==> config.mk <==
export PLATFORM = sky130hd
export DESIGN_NAME = pwm_chan_prot
export DESIGN_NICKNAME = d
export VERILOG_FILES = /design/src/rtl/pwm_pkg.sv /design/src/rtl/pwm_cnt.sv /design/src/rtl/pwm_dt.sv /design/src/rtl/pwm_fault.sv /design/src/rtl/pwm_chan_prot.sv
export SDC_FILE = /design/constraint.sdc
export NUM_CORES = 1
export LEC_CHECK = 0
export BUFFER_PORTS_ARGS = -buffer_cell sky130_fd_sc_hd__buf_4
export CAP_MARGIN = 15
export CORE_AREA = 2 2 174 176
export DETAILED_ROUTE_END_ITERATION = 7
export DIE_AREA = 0 0 176 178
export PLACE_DENSITY = 0.55
export SLEW_MARGIN = 20
export SYNTH_ARGS = -nofsm -noshare
export SYNTH_HDL_FRONTEND = slang
export SYNTH_HIERARCHICAL = 1
export SYNTH_SLANG_ARGS = --single-unit
==> constraint.sdc <==
create_clock -name clk -period 5.21 [get_ports clk]
set_clock_uncertainty 0.15 [all_clocks]
set_input_delay 1.563 -clock clk [delete_from_list [all_inputs] [get_ports clk]]
set_output_delay 1.563 -clock clk [all_outputs]
set_load 0.02 [all_outputs]
==> src/rtl/pwm_pkg.sv <==
package pwm_pkg;

    typedef enum logic [0:0] {
        C_UP,
        C_DOWN
    } cnt_st_t;

    typedef enum logic [1:0] {
        D_LOW,
        D_WAIT,
        D_HIGH
    } dt_st_t;

    typedef enum logic [0:0] {
        F_OK,
        F_TRIP
    } flt_st_t;

endpackage

==> src/rtl/pwm_cnt.sv <==
module pwm_cnt
    import pwm_pkg::*;
#(
    parameter int CW = 16
) (
    input  logic          clk,
    input  logic          rst_n,
    input  logic          tick,
    input  logic          center,
    input  logic [CW-1:0] per_sh,
    input  logic [CW-1:0] duty_sh,
    output logic [CW-1:0] cnt,
    output logic [CW-1:0] per_act,
    output logic [CW-1:0] duty_act
);

    cnt_st_t       st, st_n;
    logic [CW-1:0] cnt_n;
    logic          load;

    // next-state and next-count
    always_comb begin
        st_n  = st;
        cnt_n = cnt;
        load  = 1'b0;
        if (tick) begin
            if (per_act == '0) begin
                st_n  = C_UP;
                cnt_n = '0;
                load  = 1'b1;
            end else if (!center) begin
                st_n = C_UP;
                if (cnt >= per_act) begin
                    cnt_n = '0;
                    load  = 1'b1;
                end else begin
                    cnt_n = cnt + CW'(1);
                end
            end else begin
                unique case (st)
                    C_UP: begin
                        if (cnt >= per_act) begin
                            st_n  = C_DOWN;
                            cnt_n = cnt - CW'(1);
                        end else begin
                            cnt_n = cnt + CW'(1);
                        end
                    end
                    C_DOWN: begin
                        if (cnt == '0) begin
                            st_n  = C_UP;
                            load  = 1'b1;
                            cnt_n = (per_sh == '0) ? '0 : CW'(1);
                        end else begin
                            cnt_n = cnt - CW'(1);
                        end
                    end
                    default: st_n = C_UP;
                endcase
            end
        end
    end

    // state register
    always_ff @(posedge clk) begin
        if (!rst_n) begin
            st       <= C_UP;
            cnt      <= '0;
            per_act  <= '0;
            duty_act <= '0;
        end else begin
            st  <= st_n;
            cnt <= cnt_n;
            if (load) begin
                per_act  <= per_sh;
                duty_act <= duty_sh;
            end
        end
    end

    p_cnt_range_r2: assert property (@(posedge clk) disable iff (!rst_n)
        cnt <= per_act);

    p_hold_no_tick_r4: assert property (@(posedge clk) disable iff (!rst_n)
        !tick |=> $stable(cnt) && $stable(per_act));

    p_center_turn_r3: assert property (@(posedge clk) disable iff (!rst_n)
        (tick && center && per_act != '0 && st == C_UP && cnt == per_act)
        |=> st == C_DOWN);

    p_shadow_quiet_r6: assert property (@(posedge clk) disable iff (!rst_n)
        (tick && !center && per_act != '0 && cnt < per_act)
        |=> $stable(per_act) && $stable(duty_act));

endmodule

==> src/rtl/pwm_dt.sv <==
module pwm_dt
    import pwm_pkg::*;
#(
    parameter int DW = 12
) (
    input  logic          clk,
    input  logic          rst_n,
    input  logic          tick,
    input  logic          target,
    input  logic [DW-1:0] delay,
    output logic          out
);

    dt_st_t        st, st_n;
    logic [DW-1:0] wcnt, wcnt_n;

    always_comb begin
        st_n   = st;
        wcnt_n = wcnt;
        unique case (st)
            D_LOW: begin
                if (target) begin
                    if (delay == '0) begin
                        st_n = D_HIGH;
                    end else begin
                        st_n   = D_WAIT;
                        wcnt_n = delay;
                    end
                end
            end
            D_WAIT: begin
                if (!target) begin
                    st_n = D_LOW;
                end else if (tick) begin
                    if (wcnt == DW'(1)) begin
                        st_n = D_HIGH;
                    end else begin
                        wcnt_n = wcnt - DW'(1);
                    end
                end
            end
            D_HIGH: begin
                if (!target) begin
                    st_n = D_LOW;
                end
            end
            default: st_n = D_LOW;
        endcase
    end

    always_ff @(posedge clk) begin
        if (!rst_n) begin
            st   <= D_LOW;
            wcnt <= '0;
        end else begin
            st   <= st_n;
            wcnt <= wcnt_n;
        end
    end

    always_comb begin
        out = (st == D_HIGH);
    end

    p_fall_next_r7: assert property (@(posedge clk) disable iff (!rst_n)
        !target |=> !out);

    p_no_early_rise_r7: assert property (@(posedge clk) disable iff (!rst_n)
        (!out && delay != '0 && st == D_LOW) |=> !out);

endmodule

==> src/rtl/pwm_fault.sv <==
module pwm_fault
    import pwm_pkg::*;
(
    input  logic       clk,
    input  logic       rst_n,
    input  logic       fault_in,
    input  logic       clr,
    input  logic [1:0] fc_hi,
    input  logic [1:0] fc_lo,
    input  logic       in_hi,
    input  logic       in_lo,
    output logic       pwm_hi,
    output logic       pwm_lo,
    output logic       oe_hi,
    output logic       oe_lo,
    output logic       active
);

    flt_st_t st, st_n;

    always_comb begin
        st_n = st;
        unique case (st)
            F_OK:    if (fault_in) st_n = F_TRIP;
            F_TRIP:  if (clr && !fault_in) st_n = F_OK;
            default: st_n = F_OK;
        endcase
    end

    always_ff @(posedge clk) begin
        if (!rst_n) st <= F_OK;
        else        st <= st_n;
    end

    // outputs: the fault input acts without waiting for an edge
    always_comb begin
        active = fault_in || (st == F_TRIP);
        if (active) begin
            oe_hi  = !fc_hi[1];
            pwm_hi = !fc_hi[1] && fc_hi[0];
            oe_lo  = !fc_lo[1];
            pwm_lo = !fc_lo[1] && fc_lo[0];
        end else begin
            oe_hi  = 1'b1;
            pwm_hi = in_hi;
            oe_lo  = 1'b1;
            pwm_lo = in_lo;
        end
    end

    p_sticky_r10: assert property (@(posedge clk) disable iff (!rst_n)
        (active && !clr) |=> active);

    p_hiz_r9: assert property (@(posedge clk) disable iff (!rst_n)
        (fault_in && fc_lo[1]) |-> !oe_lo);

    p_drive1_r9: assert property (@(posedge clk) disable iff (!rst_n)
        (fault_in && fc_hi == 2'b01) |-> (oe_hi && pwm_hi));

endmodule

==> src/rtl/pwm_chan_prot.sv <==
module pwm_chan_prot
    import pwm_pkg::*;
#(
    parameter int CW   = 16,
    parameter int DW   = 12,
    parameter int NSRC = 4,
    parameter int AW   = 3
) (
    input  logic            clk,
    input  logic            rst_n,
    input  logic [NSRC-2:0] tick_div,
    input  logic [CW-1:0]   master_cnt,
    input  logic            wr_en,
    input  logic [AW-1:0]   wr_addr,
    input  logic [CW-1:0]   wr_data,
    input  logic            fault_in,
    output logic [CW-1:0]   cnt_out,
    output logic            pwm_hi,
    output logic            pwm_lo,
    output logic            oe_hi,
    output logic            oe_lo
);

    localparam int SELW = $clog2(NSRC);
    localparam int CFGW = SELW + 6;
    localparam int B_CEN  = SELW;
    localparam int B_SYNC = SELW + 1;

    localparam logic [AW-1:0] A_CFG  = AW'(0);
    localparam logic [AW-1:0] A_PER  = AW'(1);
    localparam logic [AW-1:0] A_DUTY = AW'(2);
    localparam logic [AW-1:0] A_DHI  = AW'(3);
    localparam logic [AW-1:0] A_DLO  = AW'(4);
    localparam logic [AW-1:0] A_OVR  = AW'(5);
    localparam logic [AW-1:0] A_CLR  = AW'(6);

    logic [CFGW-1:0] cfg_q;
    logic [CW-1:0]   per_sh, duty_sh;
    logic [DW-1:0]   dly_q [2];
    logic [3:0]      ovr_q;

    // register file
    always_ff @(posedge clk) begin
        if (!rst_n) begin
            cfg_q    <= '0;
            per_sh   <= '0;
            duty_sh  <= '0;
            dly_q[0] <= '0;
            dly_q[1] <= '0;
            ovr_q    <= '0;
        end else if (wr_en) begin
            unique case (wr_addr)
                A_CFG:   cfg_q    <= wr_data[CFGW-1:0];
                A_PER:   per_sh   <= wr_data;
                A_DUTY:  duty_sh  <= wr_data;
                A_DHI:   dly_q[0] <= wr_data[DW-1:0];
                A_DLO:   dly_q[1] <= wr_data[DW-1:0];
                A_OVR:   ovr_q    <= wr_data[3:0];
                default: ;
            endcase
        end
    end

    logic clr_stb;
    assign clr_stb = wr_en && (wr_addr == A_CLR) && wr_data[0];

    // tick selection: source 0 is every clock
    logic [NSRC-1:0] tick_all;
    logic            tick;
    assign tick_all = {tick_div, 1'b1};
    assign tick     = tick_all[cfg_q[SELW-1:0]];

    logic [CW-1:0] cnt, per_act, duty_act;

    pwm_cnt #(.CW(CW)) u_cnt (
        .clk      (clk),
        .rst_n    (rst_n),
        .tick     (tick),
        .center   (cfg_q[B_CEN]),
        .per_sh   (per_sh),
        .duty_sh  (duty_sh),
        .cnt      (cnt),
        .per_act  (per_act),
        .duty_act (duty_act)
    );

    assign cnt_out = cnt;

    // compare against own or master counter
    logic [CW-1:0] cmp_cnt;
    logic          raw;
    assign cmp_cnt = cfg_q[B_SYNC] ? master_cnt : cnt;
    assign raw     = cmp_cnt < duty_act;

    // complementary dead-time pair: index 0 high side, 1 low side
    logic [1:0] dt_tgt, dt_out;
    assign dt_tgt = {!raw, raw};

    for (genvar g = 0; g < 2; g++) begin : g_dt
        pwm_dt #(.DW(DW)) u_dt (
            .clk    (clk),
            .rst_n  (rst_n),
            .tick   (tick),
            .target (dt_tgt[g]),
            .delay  (dly_q[g]),
            .out    (dt_out[g])
        );
    end

    // override stage
    logic ov_hi, ov_lo;
    assign ov_hi = ovr_q[0] ? ovr_q[1] : dt_out[0];
    assign ov_lo = ovr_q[2] ? ovr_q[3] : dt_out[1];

    logic flt_active;

    pwm_fault u_flt (
        .clk      (clk),
        .rst_n    (rst_n),
        .fault_in (fault_in),
        .clr      (clr_stb),
        .fc_hi    (cfg_q[SELW+3:SELW+2]),
        .fc_lo    (cfg_q[SELW+5:SELW+4]),
        .in_hi    (ov_hi),
        .in_lo    (ov_lo),
        .pwm_hi   (pwm_hi),
        .pwm_lo   (pwm_lo),
        .oe_hi    (oe_hi),
        .oe_lo    (oe_lo),
        .active   (flt_active)
    );

    p_no_overlap_r7: assert property (@(posedge clk) disable iff (!rst_n)
        !(dt_out[0] && dt_out[1]));

    p_ovr_hi_r8: assert property (@(posedge clk) disable iff (!rst_n)
        (ovr_q[0] && !flt_active) |-> (pwm_hi == ovr_q[1] && oe_hi));

    p_ovr_lo_r8: assert property (@(posedge clk) disable iff (!rst_n)
        (ovr_q[2] && !flt_active) |-> (pwm_lo == ovr_q[3] && oe_lo));

    p_enable_no_fault_r9: assert property (@(posedge clk) disable iff (!rst_n)
        !flt_active |-> (oe_hi && oe_lo));

endmodule

==> results.sh, run 1 <==
export IMPL_status="finished clean"
export IMPL_fillCellCount=3038
export IMPL_n_antenna_cell=0
export IMPL_grt_max_degree=46
export IMPL_period_share=0.8178
export IMPL_clkSinkCount=146
export IMPL_start_util=0.2865
export IMPL_cts_root_buf="clkbuf_16"
export IMPL_route_vias_total=7065
export IMPL_finalPower_mw=3.449
export IMPL_first_pass_iters=5
export IMPL_place_congestion=0.8596
export IMPL_cap_violations=0
export IMPL_busiest_layer="met2"
export IMPL_relSlewSlack=0.3154
export IMPL_cp_end_kind="flip-flop"
export IMPL_use_met3=0.02621
export IMPL_grtUsageTotal=0.1516
export IMPL_report_final_setup_viol=0
export IMPL_synth_avg_cell_area_sq_um=8.783
export IMPL_netlist_area_sq_um=8423
export IMPL_rows=63
export IMPL_dr_first_iter_drc_count=601
export IMPL_drive_gt1_frac=0.1470
export IMPL_crit_path_max_fanout=24
export IMPL_clk_latency_ps=420
export IMPL_areaGrowthSynthToFinish_pct=15.29
export IMPL_die_y_um=178
export IMPL_htreeDepth=4
export IMPL_io_pins=62
export IMPL_use_met2=0.2648
export IMPL_hold_buffers=0
export IMPL_gr_total_overflow=0
export IMPL_finalCoreUtilization=0.3303
export IMPL_min_period_ps=4261
export IMPL_tns_ps=0
export IMPL_syn_inst=959
export IMPL_synth_warnings=6
export IMPL_slew_violations=0
export IMPL_setup_worst_path_start_class="input port"
export IMPL_postRouteAntennaNets=0
export IMPL_antenna_found_initial=0
export IMPL_max_freq_mhz=234.7
export IMPL_hold_class="flip-flop to flip-flop"
export IMPL_hpwl_um=17130
export IMPL_irDropWorstVdd_uv=289.7
export IMPL_clk_pin_slew_ps=60
export IMPL_grt_pass1_wl_um=36900
export IMPL_core_area_sq_um=29400
export IMPL_met1_usage=0.1910
export IMPL_worst_setup_path_type="input port to flip-flop"
export IMPL_finalNetCount=1074
export IMPL_drc=0
export IMPL_cp_data_arrival_time_ps=4450
export IMPL_cts_tree="yes"
export IMPL_rsz0062_at_grt="false"
export IMPL_worstMarginPinSlew_ps=1027
export IMPL_cts_resized=0
export IMPL_wl_per_cell_um=16.97
export IMPL_synth_fp_nets=1039
export IMPL_dieArea_sq_um=31330
export IMPL_die_x_um=176
export IMPL_routed_wl_um=23710
export IMPL_grt_pass1_vias=6670
export IMPL_viasPerCell=5.057
export IMPL_port_buffer_count=61
export IMPL_post_cts_buffers=0
export IMPL_numCtsBuffers=17
export IMPL_crit_required_ps=5400
export IMPL_clock_path_buffers=2
export IMPL_p_per_area_nw_per_um2=355.2
export IMPL_leakage_nw=3.817
export IMPL_finalHoldViolCount=0
[sequential cells by signal (all words and copies together), names as in the netlist]
| register | flops |
|---|---|
| dly_q | 24 |
| g_dt.u_dt/wcnt | 24 |
| duty_sh | 16 |
| per_sh | 16 |
| u_cnt/cnt | 16 |
| u_cnt/duty_act | 16 |
| u_cnt/per_act | 16 |
| cfg_q | 8 |
| g_dt.u_dt/st | 4 |
| ovr_q | 4 |
| u_cnt/st | 1 |
| u_flt/st | 1 |
[final cells by class]
type,count,area (sq um),share of cell area
Clock buffer,22,464.2,0.04780
Clock inverter,10,157.7,0.01624
Inverter,48,180.2,0.01855
Multi-Input combinational cell,710,4725,0.4865
Sequential cell,146,3163,0.3257
Tap cell,390,488.0,0.05025
Timing Repair Buffer,71,533.0,0.05489
[metal layers]
layer	wire length, um	part of all wire
met1	10470	0.44
met2	11950	0.50
met3	902	0.038
met4	391	0.016
met5	0	0
[stage by stage]
step	hold WS [ps]	worst slack, ps	area (sq um)	cells
after floorplan	279.8	1191	8423	959
after global placement	291.6	568.9	9089	1365
after detailed placement	297.6	480.8	9089	1365
after CTS	306.2	947.5	9711	1397
after global routing	320.4	690.5	9711	1397
final	299.0	949.4	9711	1397
[path summary, 6_finish.rpt]
path | from | endpoint | slack [ps] | depth (start not counted)
worst min-delay path | g_dt[0].u_dt/wcnt[10] | g_dt[0].u_dt/wcnt[10] | 300 | 2
worst max register to register | cfg_q[3] | g_dt[0].u_dt/wcnt[3] | 1150 | 10
worst max-delay path | master_cnt[11] | g_dt[0].u_dt/wcnt[3] | 950 | 11
worst min register to register | g_dt[0].u_dt/wcnt[10] | g_dt[0].u_dt/wcnt[10] | 300 | 2
[critical path: stages]
cell and delay, ps:
buf_4 110, mux2_2 260, ha_1 310, nand4_1 150, a2111oi_2 370, a22oi_1 140
a21o_1 220, and3_1 160, a32oi_2 760, o21ai_0 200, a21boi_0 200
[power breakdown]
part | internal (mW) | switching (mW) | total [mW]
combinational | 0.329 | 0.487 | 0.816
sequential | 1.24 | 0.0909 | 1.33
clock | 0.826 | 0.481 | 1.31
total | 2.39 | 1.06 | 3.45
[layout by cell type (no fill, tap or decap), types with 18 or more instances in the layout]
cell type    n
nor2_1      77
nand2_1    146
a21boi_1    41
o21ai_0     21
buf_4       71
a21oi_1     41
mux2_2      18
ha_1        38
inv_1       46
dfxtp_1    122
mux2i_1     40
nor4_1      21
edfxtp_1    24
and2_1      21
Note: power is estimated with default switching activity, not from simulation.
==> run 2, diff against run 1 <==
--- a/config.mk
+++ b/config.mk
@@ -5,6 +5,7 @@
 export SDC_FILE = /design/constraint.sdc
 export NUM_CORES = 1
 export LEC_CHECK = 0
+export ABC_AREA = 1
 export BUFFER_PORTS_ARGS = -buffer_cell sky130_fd_sc_hd__buf_4
 export CAP_MARGIN = 15
 export CORE_AREA = 2 2 174 176
==> constraint.sdc (replaced) <==
create_clock -name clk -period 4.1 [get_ports clk]
set_clock_uncertainty 0.15 [all_clocks]
set_input_delay 1.23 -clock clk [delete_from_list [all_inputs] [get_ports clk]]
set_output_delay 1.23 -clock clk [all_outputs]
set_load 0.02 [all_outputs]
==> results.sh, run 2 <==
export IMPL_status="finished clean"
export IMPL_antenna_found_initial=0
export IMPL_power_frac_seq=0.305
export IMPL_ys_seq_elements=146
export IMPL_crit_path_max_fanout=20
export IMPL_internal_power_mw=3.410
export IMPL_synth_edf_count=24
export IMPL_cts_root_buf="clkbuf_16"
export IMPL_hpwl_um=17220
export IMPL_r2r_end="g_dt[0].u_dt/wcnt[8]"
export IMPL_setup_worst_path_start_class="input port"
export IMPL_place_congestion=0.8251
export IMPL_final_common_cell="nand2_1"
export IMPL_core_area_sq_um=29400
export IMPL_dr_first_iter_drc_count=469
export IMPL_p_sw_frac=0.4320
export IMPL_layout_common_cells="nand2_1, nor2_1, inv_1"
export IMPL_first_pass_iters=5
export IMPL_crit_required_ps=4310
export IMPL_routed_wl_um=23150
export IMPL_p_clk_frac=0.261
export IMPL_fillCellCount=3188
export IMPL_drive_gt1_frac=0.1249
export IMPL_post_cts_buffers=0
export IMPL_comb_power_share=0.434
export IMPL_yosys_area_top_type="dfxtp_1"
export IMPL_endpoint="g_dt[0].u_dt/wcnt[8]"
export IMPL_port_buffer_count=61
export IMPL_io_pins=62
export IMPL_layout_setup_ws_ps=800.8
export IMPL_start_util=0.2876
export IMPL_finalCoreUtilization=0.3323
export IMPL_relSlewSlack=0.3171
export IMPL_htreeDepth=4
export IMPL_ys_seq_area_frac=0.3741
export IMPL_p_sw_mw=2.593
export IMPL_synthArstFlopShare=0
export IMPL_clock_path_buffers=2
export IMPL_cap_violations=0
export IMPL_grt_pass1_vias=7345
export IMPL_leakage_nw=4.468
export IMPL_synth_common_cells="nand2_1, nor2_1, inv_1, dfxtp_1, a21oi_1"
export IMPL_hold_buffers=0
export IMPL_period_share=0.8047
export IMPL_clk_latency_ps=430
export IMPL_finalNetCount=1356
export IMPL_hold_class="flip-flop to flip-flop"
export IMPL_max_freq_mhz=303.1
export IMPL_drc=0
export IMPL_numCtsBuffers=17
export IMPL_report_final_setup_viol=0
export IMPL_worstMarginPinSlew_ps=1018
export IMPL_reg_top3="dly_q x24, g_dt.u_dt/wcnt x24"
export IMPL_cts_tree="yes"
export IMPL_irDropWorstVdd_uv=293.7
export IMPL_startpoint="master_cnt[5]"
export IMPL_synth_fp_nets=1309
export IMPL_synth_warnings=6
export IMPL_clk_pin_slew_ps=60
export IMPL_gr_total_overflow=0
export IMPL_synth_avg_cell_area_sq_um=6.880
export IMPL_cts_resized=0
export IMPL_grt_pass1_wl_um=37530
export IMPL_finalHoldViolCount=0
export IMPL_pre_cts_ws_ps=359.6
export IMPL_slew_violations=0
export IMPL_worst_setup_path_type="input port to flip-flop"
export IMPL_dieArea_sq_um=31330
export IMPL_viasPerCell=4.594
export IMPL_die_x_um=176
export IMPL_p_per_area_nw_per_um2=614.4
export IMPL_cp_end_kind="flip-flop"
export IMPL_grtUsageTotal=0.1509
export IMPL_syn_inst=1229
export IMPL_min_period_ps=3299
export IMPL_worst_r2r_cell_count=17
export IMPL_rows=63
export IMPL_n_antenna_cell=0
export IMPL_synth_distinct_cells=43
export IMPL_die_y_um=178
export IMPL_postRouteAntennaNets=0
export IMPL_post_synth_top_count_cell="nand2_1"
export IMPL_grt_max_degree=49
export IMPL_finalPower_mw=6.003
export IMPL_yosys_most_used_dff="dfxtp_1"
export IMPL_wl_per_cell_um=13.79
export IMPL_route_vias_total=7714
export IMPL_reg2reg_slack_ps=1050
export IMPL_worstReg2RegStart="cfg_q[3]"
export IMPL_synth_top_cell_area_share=0.2888
export IMPL_clkSinkCount=146
export IMPL_netlist_area_sq_um=8456
export IMPL_areaGrowthSynthToFinish_pct=15.55
export IMPL_rsz0062_at_grt="false"
export IMPL_tns_ps=0
export IMPL_cp_data_arrival_time_ps=3510
export IMPL_synth_area_leaders="dfxtp_1, nand2_1, edfxtp_1"
run 2: cell types whose count changed in the layout (fill, tap and decap cells not counted), sizes merged, moves of 10 or more:
cell	previous run	this run
a21oi	42	106
mux2i	40	0
o21ai	27	80
nand3	11	83
nor4	23	4
a21boi	47	2
nand2	148	351
nor2	79	164
nor2b	12	0
inv	48	150
nand2b	10	0
and2	21	0
mux2	20	2
run 2: worst max-delay path, stage by stage:
cell and delay [ps]:
buf_4 110, nand2_1 50, nand2_1 70, ha_1 300, a21oi_1 150, nor2_1 50, a211oi_1 170, nand2_1 100
a21oi_1 270, inv_1 140, nor2_4 130, nand2_2 80, nand2_2 120, nand2_2 250, nand2_1 140, nand2_1 50
nor2_1 90
run 2: cell type report:
cell class / instances / area [sq um] / share of cell area
multi-input combinational: 895 / 4457 / 0.4561
sequential: 146 / 3163 / 0.3237
inverter: 145 / 546.8 / 0.05596
timing repair buffer: 71 / 533.0 / 0.05455
tap: 390 / 488.0 / 0.04994
clock buffer: 19 / 432.9 / 0.04431
clock inverter: 13 / 150.1 / 0.01537
run 2: power groups by stage:
| stage | logic, mW | clock network [mW] | registers (mW) |
|---|---|---|---|
| final | 2.61 | 1.57 | 1.83 |
| after global routing | 3.02 | 1.65 | 1.85 |
| after CTS | 2.60 | 1.60 | 1.83 |
| after detailed placement | 2.59 | 0 | 1.86 |
| after global placement | 2.56 | 0 | 1.86 |
| after floorplan | 2.17 | 0 | 1.82 |
run 2: kinds of logic (layout without fill, tap and decap cells):
kind of cell / after synthesis / after routing / synth area share
muxes: 2 / 2 / 0.002663
AOI/OAI and AO/OA: 203 / 203 / 0.1305
xor gates and xnor gates: 19 / 19 / 0.01968
DFF: 146 / 146 / 0.3741
and+or+nand+nor: 633 / 633 / 0.3173
buffers and inverters: 188 / 248 / 0.09958
adders and majority gates: 38 / 38 / 0.05623
run 2: worst min path at each step:
stage	start	end	slack [ps]	cells past startpoint
finish	u_cnt/duty_act[3]	u_cnt/duty_act[3]	310	2
global route	u_cnt/duty_act[8]	u_cnt/duty_act[8]	330	2
CTS	u_cnt/duty_act[6]	u_cnt/duty_act[6]	310	2
detailed placement	u_cnt/duty_act[6]	u_cnt/duty_act[6]	300	2
global placement	u_cnt/duty_act[6]	u_cnt/duty_act[6]	300	2
floorplan	u_cnt/duty_act[10]	u_cnt/duty_act[10]	290	2
run 2: stage by stage:
stage / instance area [sq um] / hold WS, ps / cells
CTS: 9771 / 312.3 / 1679
detailed placement: 9188 / 303.4 / 1647
global route: 9771 / 329.9 / 1679
global placement: 9188 / 303.1 / 1647
finish: 9771 / 312.8 / 1679
floorplan: 8456 / 289.2 / 1229
run 2: metal layers:
metal / vias up / wire length (um) / part of all wire / track usage
met3: 33 / 807 / 0.035 / 0.02451
li1: 4041 / - / - / -
met4: 0 / 595 / 0.026 / 0.05751
met5: - / 0 / 0 / 0
met1: 3511 / 10420 / 0.45 / 0.1893
met2: 129 / 11320 / 0.49 / 0.2603
